### src/rtl/spi_flag_pkg.sv
package spi_flag_pkg;
   localparam int unsigned CTRL_EN_BIT  = 0;
   localparam int unsigned CTRL_MS_BIT  = 1;
   localparam int unsigned CTRL_IE_BIT  = 2;
   localparam int unsigned STAT_TC_BIT  = 0;
   localparam int unsigned STAT_MF_BIT  = 1;
   localparam int unsigned STAT_OVR_BIT = 2;
   localparam int unsigned STAT_WC_BIT  = 3;
   localparam int unsigned FLAG_COUNT   = 4;

   typedef struct packed {
      logic wcol;
      logic ovr;
      logic mf;
      logic tc;
   } stat_t;

   typedef struct packed {
      logic ctrl_wr;
      logic stat_rd;
      logic data_rd;
      logic data_wr;
   } access_t;
endpackage

### src/rtl/spi_mode_ctrl.sv
module spi_mode_ctrl
   import spi_flag_pkg::*;
#(
   parameter int unsigned DATA_W = 8
) (
   input  logic              clk,
   input  logic              rst_n,
   input  access_t           acc,
   input  logic [DATA_W-1:0] wdata,
   input  logic              ss_in_n,
   output logic              en_q,
   output logic              ms_q,
   output logic              ie_q,
   output logic              mf_q
);
   logic mf_armed;
   logic fault_evt;
   logic clear_evt;
   logic wr_en;
   logic wr_ms;

   assign fault_evt = ms_q && !ss_in_n;
   assign clear_evt = mf_q && mf_armed && acc.ctrl_wr;
   assign wr_en     = wdata[CTRL_EN_BIT];
   assign wr_ms     = wdata[CTRL_MS_BIT];

   always_ff @(posedge clk) begin
      if (!rst_n) begin
         en_q     <= 1'b0;
         ms_q     <= 1'b0;
         ie_q     <= 1'b0;
         mf_q     <= 1'b0;
         mf_armed <= 1'b0;
      end else begin
         if (acc.ctrl_wr)
            ie_q <= wdata[CTRL_IE_BIT];
         if (fault_evt) begin
            en_q <= 1'b0;
            ms_q <= 1'b0;
         end else if (acc.ctrl_wr) begin
            if (!mf_q || mf_armed) begin
               en_q <= wr_en;
               ms_q <= wr_ms;
            end else begin
               en_q <= en_q && wr_en;
               ms_q <= ms_q && wr_ms;
            end
         end
         if (fault_evt)
            mf_q <= 1'b1;
         else if (clear_evt)
            mf_q <= 1'b0;
         if (clear_evt || fault_evt)
            mf_armed <= 1'b0;
         else if (acc.stat_rd && mf_q)
            mf_armed <= 1'b1;
      end
   end

   assert_mf_forces_slave_R1: assert property (@(posedge clk) disable iff (!rst_n)
      (ms_q && !ss_in_n) |=> (mf_q && !en_q && !ms_q));

   assert_no_mf_in_slave_R2: assert property (@(posedge clk) disable iff (!rst_n)
      (!ms_q && !mf_q) |=> !mf_q);

   assert_mf_clear_needs_sequence_R3: assert property (@(posedge clk) disable iff (!rst_n)
      (mf_q && !(mf_armed && acc.ctrl_wr)) |=> mf_q);

   assert_ctrl_bits_locked_R4: assert property (@(posedge clk) disable iff (!rst_n)
      (mf_q && !mf_armed && acc.ctrl_wr) |=> (!en_q && !ms_q));
endmodule

### src/rtl/spi_rx_flags.sv
module spi_rx_flags
   import spi_flag_pkg::*;
#(
   parameter int unsigned DATA_W = 8
) (
   input  logic              clk,
   input  logic              rst_n,
   input  access_t           acc,
   input  logic              eng_done,
   input  logic [DATA_W-1:0] eng_rx,
   output logic              tc_q,
   output logic              ovr_q,
   output logic [DATA_W-1:0] rxbuf_q
);
   logic tc_armed;
   logic tc_clear;
   logic tc_live;

   assign tc_clear = tc_q && tc_armed && (acc.data_rd || acc.data_wr);
   assign tc_live  = tc_q && !tc_clear;

   always_ff @(posedge clk) begin
      if (!rst_n) begin
         tc_q     <= 1'b0;
         tc_armed <= 1'b0;
         ovr_q    <= 1'b0;
         rxbuf_q  <= '0;
      end else begin
         if (eng_done && !tc_live) begin
            tc_q    <= 1'b1;
            rxbuf_q <= eng_rx;
         end else if (tc_clear) begin
            tc_q <= 1'b0;
         end
         if (tc_clear)
            tc_armed <= 1'b0;
         else if (acc.stat_rd && tc_q)
            tc_armed <= 1'b1;
         if (eng_done && tc_live)
            ovr_q <= 1'b1;
         else if (acc.stat_rd)
            ovr_q <= 1'b0;
      end
   end

   assert_overrun_keeps_buffer_R6: assert property (@(posedge clk) disable iff (!rst_n)
      (eng_done && tc_q && !tc_clear) |=> (ovr_q && tc_q && $stable(rxbuf_q)));

   assert_done_captures_R5: assert property (@(posedge clk) disable iff (!rst_n)
      (eng_done && !tc_q) |=> (tc_q && rxbuf_q == $past(eng_rx)));

   assert_tc_held_R10: assert property (@(posedge clk) disable iff (!rst_n)
      (tc_q && !tc_armed) |=> tc_q);
endmodule

### src/rtl/spi_wcol_flag.sv
module spi_wcol_flag
   import spi_flag_pkg::*;
(
   input  logic    clk,
   input  logic    rst_n,
   input  access_t acc,
   input  logic    eng_busy,
   output logic    wc_q,
   output logic    accept
);
   logic wc_armed;
   logic collide;
   logic wc_clear;

   assign collide  = acc.data_wr && eng_busy;
   assign accept   = acc.data_wr && !eng_busy;
   assign wc_clear = wc_q && wc_armed && acc.data_rd;

   always_ff @(posedge clk) begin
      if (!rst_n) begin
         wc_q     <= 1'b0;
         wc_armed <= 1'b0;
      end else begin
         if (collide)
            wc_q <= 1'b1;
         else if (wc_clear)
            wc_q <= 1'b0;
         if (wc_clear)
            wc_armed <= 1'b0;
         else if (acc.stat_rd && wc_q)
            wc_armed <= 1'b1;
      end
   end

   assert_collision_sets_R8: assert property (@(posedge clk) disable iff (!rst_n)
      (acc.data_wr && eng_busy) |=> wc_q);

   assert_wcol_sticky_R9: assert property (@(posedge clk) disable iff (!rst_n)
      (wc_q && !(wc_armed && acc.data_rd)) |=> wc_q);

   assert_no_load_when_busy_R8: assert property (@(posedge clk) disable iff (!rst_n)
      eng_busy |-> !accept);
endmodule

### src/rtl/spi_flag_ctrl.sv
module spi_flag_ctrl
   import spi_flag_pkg::*;
#(
   parameter int unsigned ADDR_W    = 2,
   parameter int unsigned DATA_W    = 8,
   parameter int unsigned CTRL_ADDR = 0,
   parameter int unsigned STAT_ADDR = 1,
   parameter int unsigned DATA_ADDR = 2
) (
   input  logic              clk,
   input  logic              rst_n,
   input  logic [ADDR_W-1:0] bus_addr,
   input  logic              bus_rd,
   input  logic              bus_wr,
   input  logic [DATA_W-1:0] bus_wdata,
   output logic [DATA_W-1:0] bus_rdata,
   input  logic              eng_busy,
   input  logic              eng_done,
   input  logic [DATA_W-1:0] eng_rx,
   input  logic              ss_in_n,
   output logic              ctl_enable,
   output logic              ctl_master,
   output logic              tx_load,
   output logic [DATA_W-1:0] tx_data,
   output logic              irq
);
   localparam int unsigned NUM_REGS = 1 << ADDR_W;
   localparam int unsigned CTRL_W   = CTRL_IE_BIT + 1;

   if (DATA_W < FLAG_COUNT) begin : g_bad_data_w
      $error("spi_flag_ctrl: DATA_W must hold all status flags");
   end
   if (DATA_W < CTRL_W) begin : g_bad_ctrl_w
      $error("spi_flag_ctrl: DATA_W must hold all control bits");
   end
   if (CTRL_ADDR >= NUM_REGS || STAT_ADDR >= NUM_REGS || DATA_ADDR >= NUM_REGS) begin : g_bad_addr
      $error("spi_flag_ctrl: register address outside ADDR_W");
   end
   if (CTRL_ADDR == STAT_ADDR || CTRL_ADDR == DATA_ADDR || STAT_ADDR == DATA_ADDR) begin : g_dup_addr
      $error("spi_flag_ctrl: register addresses must differ");
   end

   access_t           acc;
   stat_t             stat;
   logic              ie_q;
   logic [DATA_W-1:0] rxbuf;
   logic [DATA_W-1:0] ctrl_word;
   logic [DATA_W-1:0] stat_word;

   assign acc.ctrl_wr = bus_wr && (bus_addr == ADDR_W'(CTRL_ADDR));
   assign acc.stat_rd = bus_rd && (bus_addr == ADDR_W'(STAT_ADDR));
   assign acc.data_rd = bus_rd && (bus_addr == ADDR_W'(DATA_ADDR));
   assign acc.data_wr = bus_wr && (bus_addr == ADDR_W'(DATA_ADDR));

   spi_mode_ctrl #(.DATA_W(DATA_W)) u_mode (
      .clk     (clk),
      .rst_n   (rst_n),
      .acc     (acc),
      .wdata   (bus_wdata),
      .ss_in_n (ss_in_n),
      .en_q    (ctl_enable),
      .ms_q    (ctl_master),
      .ie_q    (ie_q),
      .mf_q    (stat.mf)
   );

   spi_rx_flags #(.DATA_W(DATA_W)) u_rx (
      .clk      (clk),
      .rst_n    (rst_n),
      .acc      (acc),
      .eng_done (eng_done),
      .eng_rx   (eng_rx),
      .tc_q     (stat.tc),
      .ovr_q    (stat.ovr),
      .rxbuf_q  (rxbuf)
   );

   spi_wcol_flag u_wcol (
      .clk      (clk),
      .rst_n    (rst_n),
      .acc      (acc),
      .eng_busy (eng_busy),
      .wc_q     (stat.wcol),
      .accept   (tx_load)
   );

   assign tx_data = bus_wdata;

   always_comb begin
      ctrl_word              = '0;
      ctrl_word[CTRL_EN_BIT] = ctl_enable;
      ctrl_word[CTRL_MS_BIT] = ctl_master;
      ctrl_word[CTRL_IE_BIT] = ie_q;
      stat_word               = '0;
      stat_word[STAT_TC_BIT]  = stat.tc;
      stat_word[STAT_MF_BIT]  = stat.mf;
      stat_word[STAT_OVR_BIT] = stat.ovr;
      stat_word[STAT_WC_BIT]  = stat.wcol;
   end

   always_comb begin
      bus_rdata = '0;
      if (bus_rd) begin
         if (bus_addr == ADDR_W'(CTRL_ADDR))
            bus_rdata = ctrl_word;
         else if (bus_addr == ADDR_W'(STAT_ADDR))
            bus_rdata = stat_word;
         else if (bus_addr == ADDR_W'(DATA_ADDR))
            bus_rdata = rxbuf;
      end
   end

   assign irq = ie_q && (stat.tc || stat.mf || stat.ovr);

   assert_wcol_no_irq_R11: assert property (@(posedge clk) disable iff (!rst_n)
      (!stat.tc && !stat.mf && !stat.ovr) |-> !irq);
endmodule

### config.mk
export PLATFORM = sky130hd
export DESIGN_NAME = spi_flag_ctrl
export DESIGN_NICKNAME = d
export VERILOG_FILES = /design/src/rtl/spi_flag_pkg.sv /design/src/rtl/spi_mode_ctrl.sv /design/src/rtl/spi_rx_flags.sv /design/src/rtl/spi_wcol_flag.sv /design/src/rtl/spi_flag_ctrl.sv
export SDC_FILE = /design/constraint.sdc
export NUM_CORES = 1
export LEC_CHECK = 0
export BUFFER_PORTS_ARGS = -buffer_cell sky130_fd_sc_hd__buf_2
export CORE_MARGIN = 2
export CORE_UTILIZATION = 45
export DETAILED_ROUTE_END_ITERATION = 10
export PLACE_DENSITY = 0.73
export SKIP_CTS_REPAIR_TIMING = 1
export SYNTH_ARGS = -nofsm -noshare
export SYNTH_HDL_FRONTEND = slang
export SYNTH_SLANG_ARGS = --single-unit
### constraint.sdc
create_clock -name clk -period 2.5 [get_ports clk]
set_input_delay 0.25 -clock clk [delete_from_list [all_inputs] [get_ports clk]]
set_output_delay 0.25 -clock clk [all_outputs]
set_load 0.01 [all_outputs]
==> results.json, run 1 <==
{
  "max_stage_delay_ns": 0.43,
  "start_kind": "flop",
  "yosysUniqueCellTypes": 36,
  "post_drt_via_cell_ratio": 5.14,
  "nets": 159,
  "initial_utilization": 0.465,
  "dp.cells": 157,
  "r2r_start": "u_rx.tc_q$_SDFFE_PN0P_",
  "critPathLaunch": "u_rx.tc_q$_SDFFE_PN0P_",
  "io_pins": 45,
  "row_count": 17,
  "crit_arrival_ns": 1.24,
  "area.growth.synth_to_final_pct": 13.8,
  "grt_pass1_wl_um": 3190,
  "synth_flop_cell": "dfxtp_1",
  "synth_seq_cells": 18,
  "crit_path_max_fanout": 6,
  "netSwitchingFraction": 0.254,
  "routedWlPerCell_um": 12.2,
  "finalNonFillerCells": 161,
  "worst-r2r-cell-count": 3,
  "clk_pin_slew_ns": 0.10,
  "drv_slew": 0,
  "setup_violations": 0,
  "setup_tns_ns": 0,
  "rr_endpoint": "u_rx.rxbuf_q[2]$_SDFFE_PN0P_",
  "grt_pass1_vias": 737,
  "tightest_slew_ns": 0.426,
  "synthTopCellsByArea": "dfxtp_1 36%, mux2i_1 12%, nand2_1 7.4%",
  "vias": 827,
  "hold_viol": 0,
  "postSynthCellCount": 110,
  "critPathTopFamily": "flip-flops",
  "cp.required_ns": 2.25,
  "wirelength_um": 1960,
  "crit_chain": "mux2i_1 -> o2bb2ai_1 -> and2_1 -> buf_2",
  "cts_root_buf": "clkbuf_4",
  "antenna_found_initial": 0,
  "firstDrtPassIters": 4,
  "synth_seq_area_share": 0.357,
  "avgSynthCellArea_um2": 9.17,
  "die-height_um": 51.3,
  "p_int_uw": 434,
  "ff2ff_setup_slack_ns": 1.30,
  "hp-class": "primary input to flop",
  "drcViolationCount": 0,
  "antenna_cells": 0,
  "htree_levels": 1,
  "finalCritPeriodShare": 0.597,
  "combPwrFrac": 0.156,
  "irDropWorstVdd_uv": 316,
  "yosys-top-cells-count": "20 x nand2_1, 18 x dfxtp_1, 12 x mux2i_1",
  "yosys.area.top_type": "dfxtp_1",
  "min_delay_path_depth": 3,
  "max_freq_mhz": 670,
  "numCtsBuffers": 3,
  "synth_edf_count": 0,
  "hold-path-endpoint": "u_rx.rxbuf_q[5]$_SDFFE_PN0P_",
  "coreArea_um2": 2170,
  "track_usage": 0.162,
  "dpl.hpwl_um": 1420,
  "post-route-min-period_ns": 1.49,
  "status": "finished clean",
  "drt_iter0_markers": 20,
  "rsz0062_at_grt": "no",
  "antenna_left": 0,
  "clk_latency_ns": 0.29,
  "place_area_um2": 1110,
  "synth.top_cell.area_share": 0.357,
  "post-synth-top-count-cell": "nand2_1",
  "async_flop_share": 0,
  "critPathKind": "flop to output pin",
  "critPathCaptureType": "output pin",
  "drv_cap": 0,
  "die_width_um": 51.3,
  "fin_area_um2": 1150,
  "cp.buffers_inverters": 1,
  "drive_above_1_share": 0.346,
  "cellLeakagePower_nw": 0.559,
  "fp.dieArea_um2": 2640,
  "overflow": 0,
  "port_buffers": 34,
  "cts_tree": "yes",
  "clkPwrFrac": 0.310,
  "grt_max_degree": 27,
  "cpMaxStageDelayCell": "dfxtp_1",
  "cts_buffer_depth": 2,
  "netlist_area_um2": 1010,
  "ys.warnings.count": 0,
  "slew_headroom": 0.716,
  "fin_skew_ns": 0.00336,
  "cts.sinks": 18,
  "min_from": "eng_rx[5]",
  "syn_nets": 135,
  "gp_congestion": 0.733,
  "seq_power_share": 0.534,
  "p_switching_uw": 148,
  "power.density_nw_per_um2": 507
}
[stage by stage]
step	hold WS (ns)	power, mW	util	setup WS [ns]
final	0.180	0.581	0.529	1.01
after global placement	0.440	0.407	0.512	1.12
after detailed placement	0.451	0.408	0.512	1.09
after CTS	0.173	0.590	0.529	1.02
after floorplan	0.389	0.388	-	1.17
after global routing	0.175	0.616	0.529	0.913
[worst reg2reg max path, stage by stage, from the launching register on]
cell and delay, ns:
dfxtp_1 0.43, nor2b_1 0.10, a31oi_4 0.38, mux2i_1 0.23
[power groups by stage]
stage	clock network, mW	logic (mW)	registers (mW)
3_5_place_dp	0	0.0911	0.317
6_report	0.180	0.0905	0.311
3_3_place_gp	0	0.0896	0.317
5_1_grt	0.203	0.101	0.313
2_1_floorplan	0	0.0720	0.316
4_1_cts	0.188	0.0914	0.311
[how the worst max path moves through the flow]
| stage | end | slack, ns | cells past startpoint |
|---|---|---|---|
| floorplan | bus_rdata[0] | 1.17 | 5 |
| global placement | bus_rdata[0] | 1.12 | 5 |
| detailed placement | bus_rdata[1] | 1.09 | 5 |
| CTS | bus_rdata[0] | 1.02 | 4 |
| global route | bus_rdata[0] | 0.91 | 4 |
| finish | bus_rdata[0] | 1.01 | 4 |
[kinds of logic (layout without fill, tap and decap cells)]
logic type / count (synthesis) / in the layout / share of synthesized area
AO/OA/AOI/OAI: 20 / 20 / 0.174
buffers and inverters: 18 / 41 / 0.113
flip-flops: 18 / 18 / 0.357
AND/OR/NAND/NOR: 42 / 42 / 0.237
multiplexers: 12 / 12 / 0.119
[registers in the layout (all words and copies together), names as in the netlist]
| register | count |
|---|---|
| u_rx.tc_q | 1 |
| u_rx.ovr_q | 1 |
| u_mode.mf_armed | 1 |
| u_rx.rxbuf_q | 8 |
| u_rx.tc_armed | 1 |
| u_wcol.wc_armed | 1 |
| u_mode.ms_q | 1 |
| u_wcol.wc_q | 1 |
| u_mode.ie_q | 1 |
| u_mode.en_q | 1 |
| u_mode.mf_q | 1 |
[layer usage]
metal / part of all wire / vias to the layer above / track usage
li1: - / 423 / -
met1: 0.47 / 368 / 0.209
met2: 0.44 / 34 / 0.253
met3: 0.082 / 2 / 0.0643
met4: 0.0061 / 0 / 0.0395
met5: 0 / - / 0
[layout by cell type (no fill, tap or decap), drive strengths merged, types with 2 or more instances in the layout]
master	netlist	final
and3	4	4
inv	3	3
clkbuf	4	4
dfxtp	18	18
nor2b	3	3
buf	11	34
mux2i	12	12
and2	4	4
and2b	2	2
a21boi	3	3
and3b	2	2
nor2	2	2
nand2	20	20
o2bb2ai	3	3
o21ai	2	2
o221a	2	2
[layout make-up]
type	instances	area [um^2]
fillers	227	1020
repair buffers	34	170
well taps	28	35.0
flip-flops and latches	18	360
inverters	3	11.3
clock buffers	4	36.3
multi-input cells	74	534
Note: power is estimated with default switching activity, not from simulation.
==> run 2, diff against run 1 <==
--- a/config.mk
+++ b/config.mk
@@ -5,6 +5,7 @@
 export SDC_FILE = /design/constraint.sdc
 export NUM_CORES = 1
 export LEC_CHECK = 0
+export ABC_AREA = 1
 export BUFFER_PORTS_ARGS = -buffer_cell sky130_fd_sc_hd__buf_2
 export CORE_MARGIN = 2
 export CORE_UTILIZATION = 45
==> constraint.sdc (replaced) <==
create_clock -name clk -period 1.43 [get_ports clk]
set_input_delay 0.143 -clock clk [delete_from_list [all_inputs] [get_ports clk]]
set_output_delay 0.143 -clock clk [all_outputs]
set_load 0.01 [all_outputs]
==> run 2 against run 1 <==
  * Synthesized cell count rose by 27%
  * Core utilization is 0.35 points higher
  * Non-clock buffer count did not move
  * Setup slack lost 0.91 ns
  * Flip-flop and latch count unchanged
  * Synthesized area is 0.25% higher
  * Routed wire length up 1.6%
  * Register-to-register slack worse by 1.1 ns
  * Worst hold slack lost 0.064 ns
==> results.json, run 2 <==
{
  "hp-class": "primary input to flop",
  "die_width_um": 51.4,
  "overflow": 0,
  "fp.dieArea_um2": 2640,
  "crit_chain": "inv_1 -> o221ai_1 -> buf_2",
  "max_stage_delay_ns": 0.43,
  "synth_seq_cells": 18,
  "syn_nets": 165,
  "wirelength_um": 1990,
  "vias": 919,
  "crit_arrival_ns": 1.18,
  "clk_pin_slew_ns": 0.11,
  "drive_above_1_share": 0.343,
  "routedWlPerCell_um": 10.3,
  "nets": 192,
  "clk_latency_ns": 0.29,
  "drv_cap": 0,
  "cellLeakagePower_nw": 0.582,
  "netlist_area_um2": 1010,
  "n_fill_cell": 218,
  "setup_violations": 0,
  "async_flop_share": 0,
  "avgSynthCellArea_um2": 7.22,
  "min_from": "ss_in_n",
  "finalNonFillerCells": 194,
  "grt_pass1_vias": 833,
  "hold_viol": 0,
  "post-route-min-period_ns": 1.33,
  "drt_iter0_markers": 15,
  "finalCritPeriodShare": 0.928,
  "area.growth.synth_to_final_pct": 14.2,
  "synthTopCellsByArea": "dfxtp_1 36%, inv_1 8.9%, nand2_1 7.8%",
  "drv_slew": 0,
  "synth_seq_area_share": 0.356,
  "final_util": 0.532,
  "irDropWorstVdd_uv": 623,
  "layout_common_cells": "34 x buf_2, 24 x inv_1, 21 x nand2_1",
  "max_freq_mhz": 753,
  "grt_max_degree": 19,
  "start_kind": "flop",
  "cts_tree": "yes",
  "synth_flop_cell": "dfxtp_1",
  "dpl.hpwl_um": 1550,
  "cpMaxStageDelayCell": "dfxtp_1",
  "rsz0062_at_grt": "no",
  "worst-r2r-cell-count": 7,
  "critPathLaunch": "u_rx.tc_q$_SDFFE_PN0P_",
  "synth.top_cell.area_share": 0.356,
  "yosys-top-cells-count": "24 x inv_1, 21 x nand2_1, 18 x dfxtp_1",
  "min_delay_path_depth": 3,
  "htree_levels": 1,
  "track_usage": 0.172,
  "gp_congestion": 0.821,
  "rr_endpoint": "u_rx.rxbuf_q[5]$_SDFFE_PN0P_",
  "power.density_nw_per_um2": 904,
  "setup_tns_ns": 0,
  "status": "finished clean",
  "hold-path-endpoint": "u_mode.mf_q$_SDFFE_PN0P_",
  "tightest_slew_ns": 0.399,
  "post-synth-top-count-cell": "inv_1",
  "antenna_left": 0,
  "numCtsBuffers": 3,
  "ys.warnings.count": 0,
  "postSynthCellCount": 140,
  "synth_edf_count": 0,
  "initial_utilization": 0.466,
  "cts.sinks": 18,
  "cp.buffers_inverters": 2,
  "antenna_cells": 0,
  "holdWs_ns": 0.116,
  "dp.cells": 190,
  "antenna_found_initial": 0,
  "yosysUniqueCellTypes": 24,
  "drcViolationCount": 0,
  "cp.required_ns": 1.29,
  "ff2ff_setup_slack_ns": 0.25,
  "r2r_start": "u_rx.tc_q$_SDFFE_PN0P_",
  "port_buffers": 34,
  "post_drt_via_cell_ratio": 4.74,
  "row_count": 17,
  "grt_pass1_wl_um": 3440,
  "critPathTopFamily": "flip-flops",
  "die-height_um": 51.4,
  "layout_commonest_cell": "buf_2",
  "io_pins": 45,
  "slew_headroom": 0.734,
  "critPathCaptureType": "output pin",
  "largest_reg_flops": 8,
  "firstDrtPassIters": 4,
  "coreArea_um2": 2170,
  "critPathKind": "flop to output pin",
  "cts_buffer_depth": 2,
  "yosys.area.top_type": "dfxtp_1",
  "fin_skew_ns": 0.00579,
  "cts_root_buf": "clkbuf_4",
  "top_register": "u_rx.rxbuf_q",
  "crit_path_max_fanout": 4
}
==> run 2: changes by cell type after synthesis, sizes merged, moves of 4 or more <==
cell	change
a21oi	+13
and2	-4
and3	-4
clkbuf	-4
inv	+24
mux2i	-12
nand2	+5
nand3	+11
nor2	+15
==> run 2: how the worst max path moves through the flow <==
stage,end,slack (ns),cells after the start
after floorplan,u_rx.rxbuf_q[4]$_SDFFE_PN0P_,0.36,8
after global placement,u_rx.rxbuf_q[0]$_SDFFE_PN0P_,0.26,9
after detailed placement,u_rx.rxbuf_q[5]$_SDFFE_PN0P_,0.19,9
after CTS,bus_rdata[0],0.09,3
after global routing,bus_rdata[0],0.03,3
final,bus_rdata[0],0.10,3
==> run 2: metrics by stage <==
| stage | setup WS, ns | instance area, um^2 | total power, mW |
|---|---|---|---|
| floorplan | 0.362 | 1010 | 0.708 |
| global placement | 0.255 | 1120 | 0.736 |
| detailed placement | 0.192 | 1120 | 0.743 |
| CTS | 0.0859 | 1150 | 1.06 |
| global route | 0.0306 | 1150 | 1.11 |
| finish | 0.102 | 1150 | 1.04 |
==> run 2: cell type report <==
class	count	area, um^2	area share
multi-input cells	83	452	0.391
flip-flops and latches	18	360	0.312
repair buffers	34	170	0.147
inverters	27	101	0.0878
clock buffers	4	36.3	0.0314
well taps	28	35.0	0.0303
==> run 2: worst min-delay path, delay by kind of cell <==
| family | cells | cell delay (ns) |
|---|---|---|
| compound gates | 1 | 0.06 |
| buf+inv | 1 | 0.07 |
| simple gates | 1 | 0.10 |
==> run 2: power by group <==
group | switching (mW) | total, mW | internal [mW]
Combinational | 0.106 | 0.180 | 0.0740
Clock | 0.159 | 0.314 | 0.155
Sequential | 0.0191 | 0.550 | 0.531
==> run 2: layer usage <==
metal,vias to the layer above,part of all wire,GRT usage
met5,-,0,0
met1,393,0.46,0.215
met3,2,0.080,0.0409
met4,0,0.0040,0.0746
met2,34,0.45,0.280
li1,490,-,-
==> run 2: kinds of logic (layout without fill, tap and decap cells) <==
| family | Yosys count | count (layout) | synth area share |
|---|---|---|---|
| compound gates | 27 | 27 | 0.186 |
| simple gates | 56 | 56 | 0.261 |
| buf+inv | 39 | 65 | 0.197 |
| flops | 18 | 18 | 0.356 |
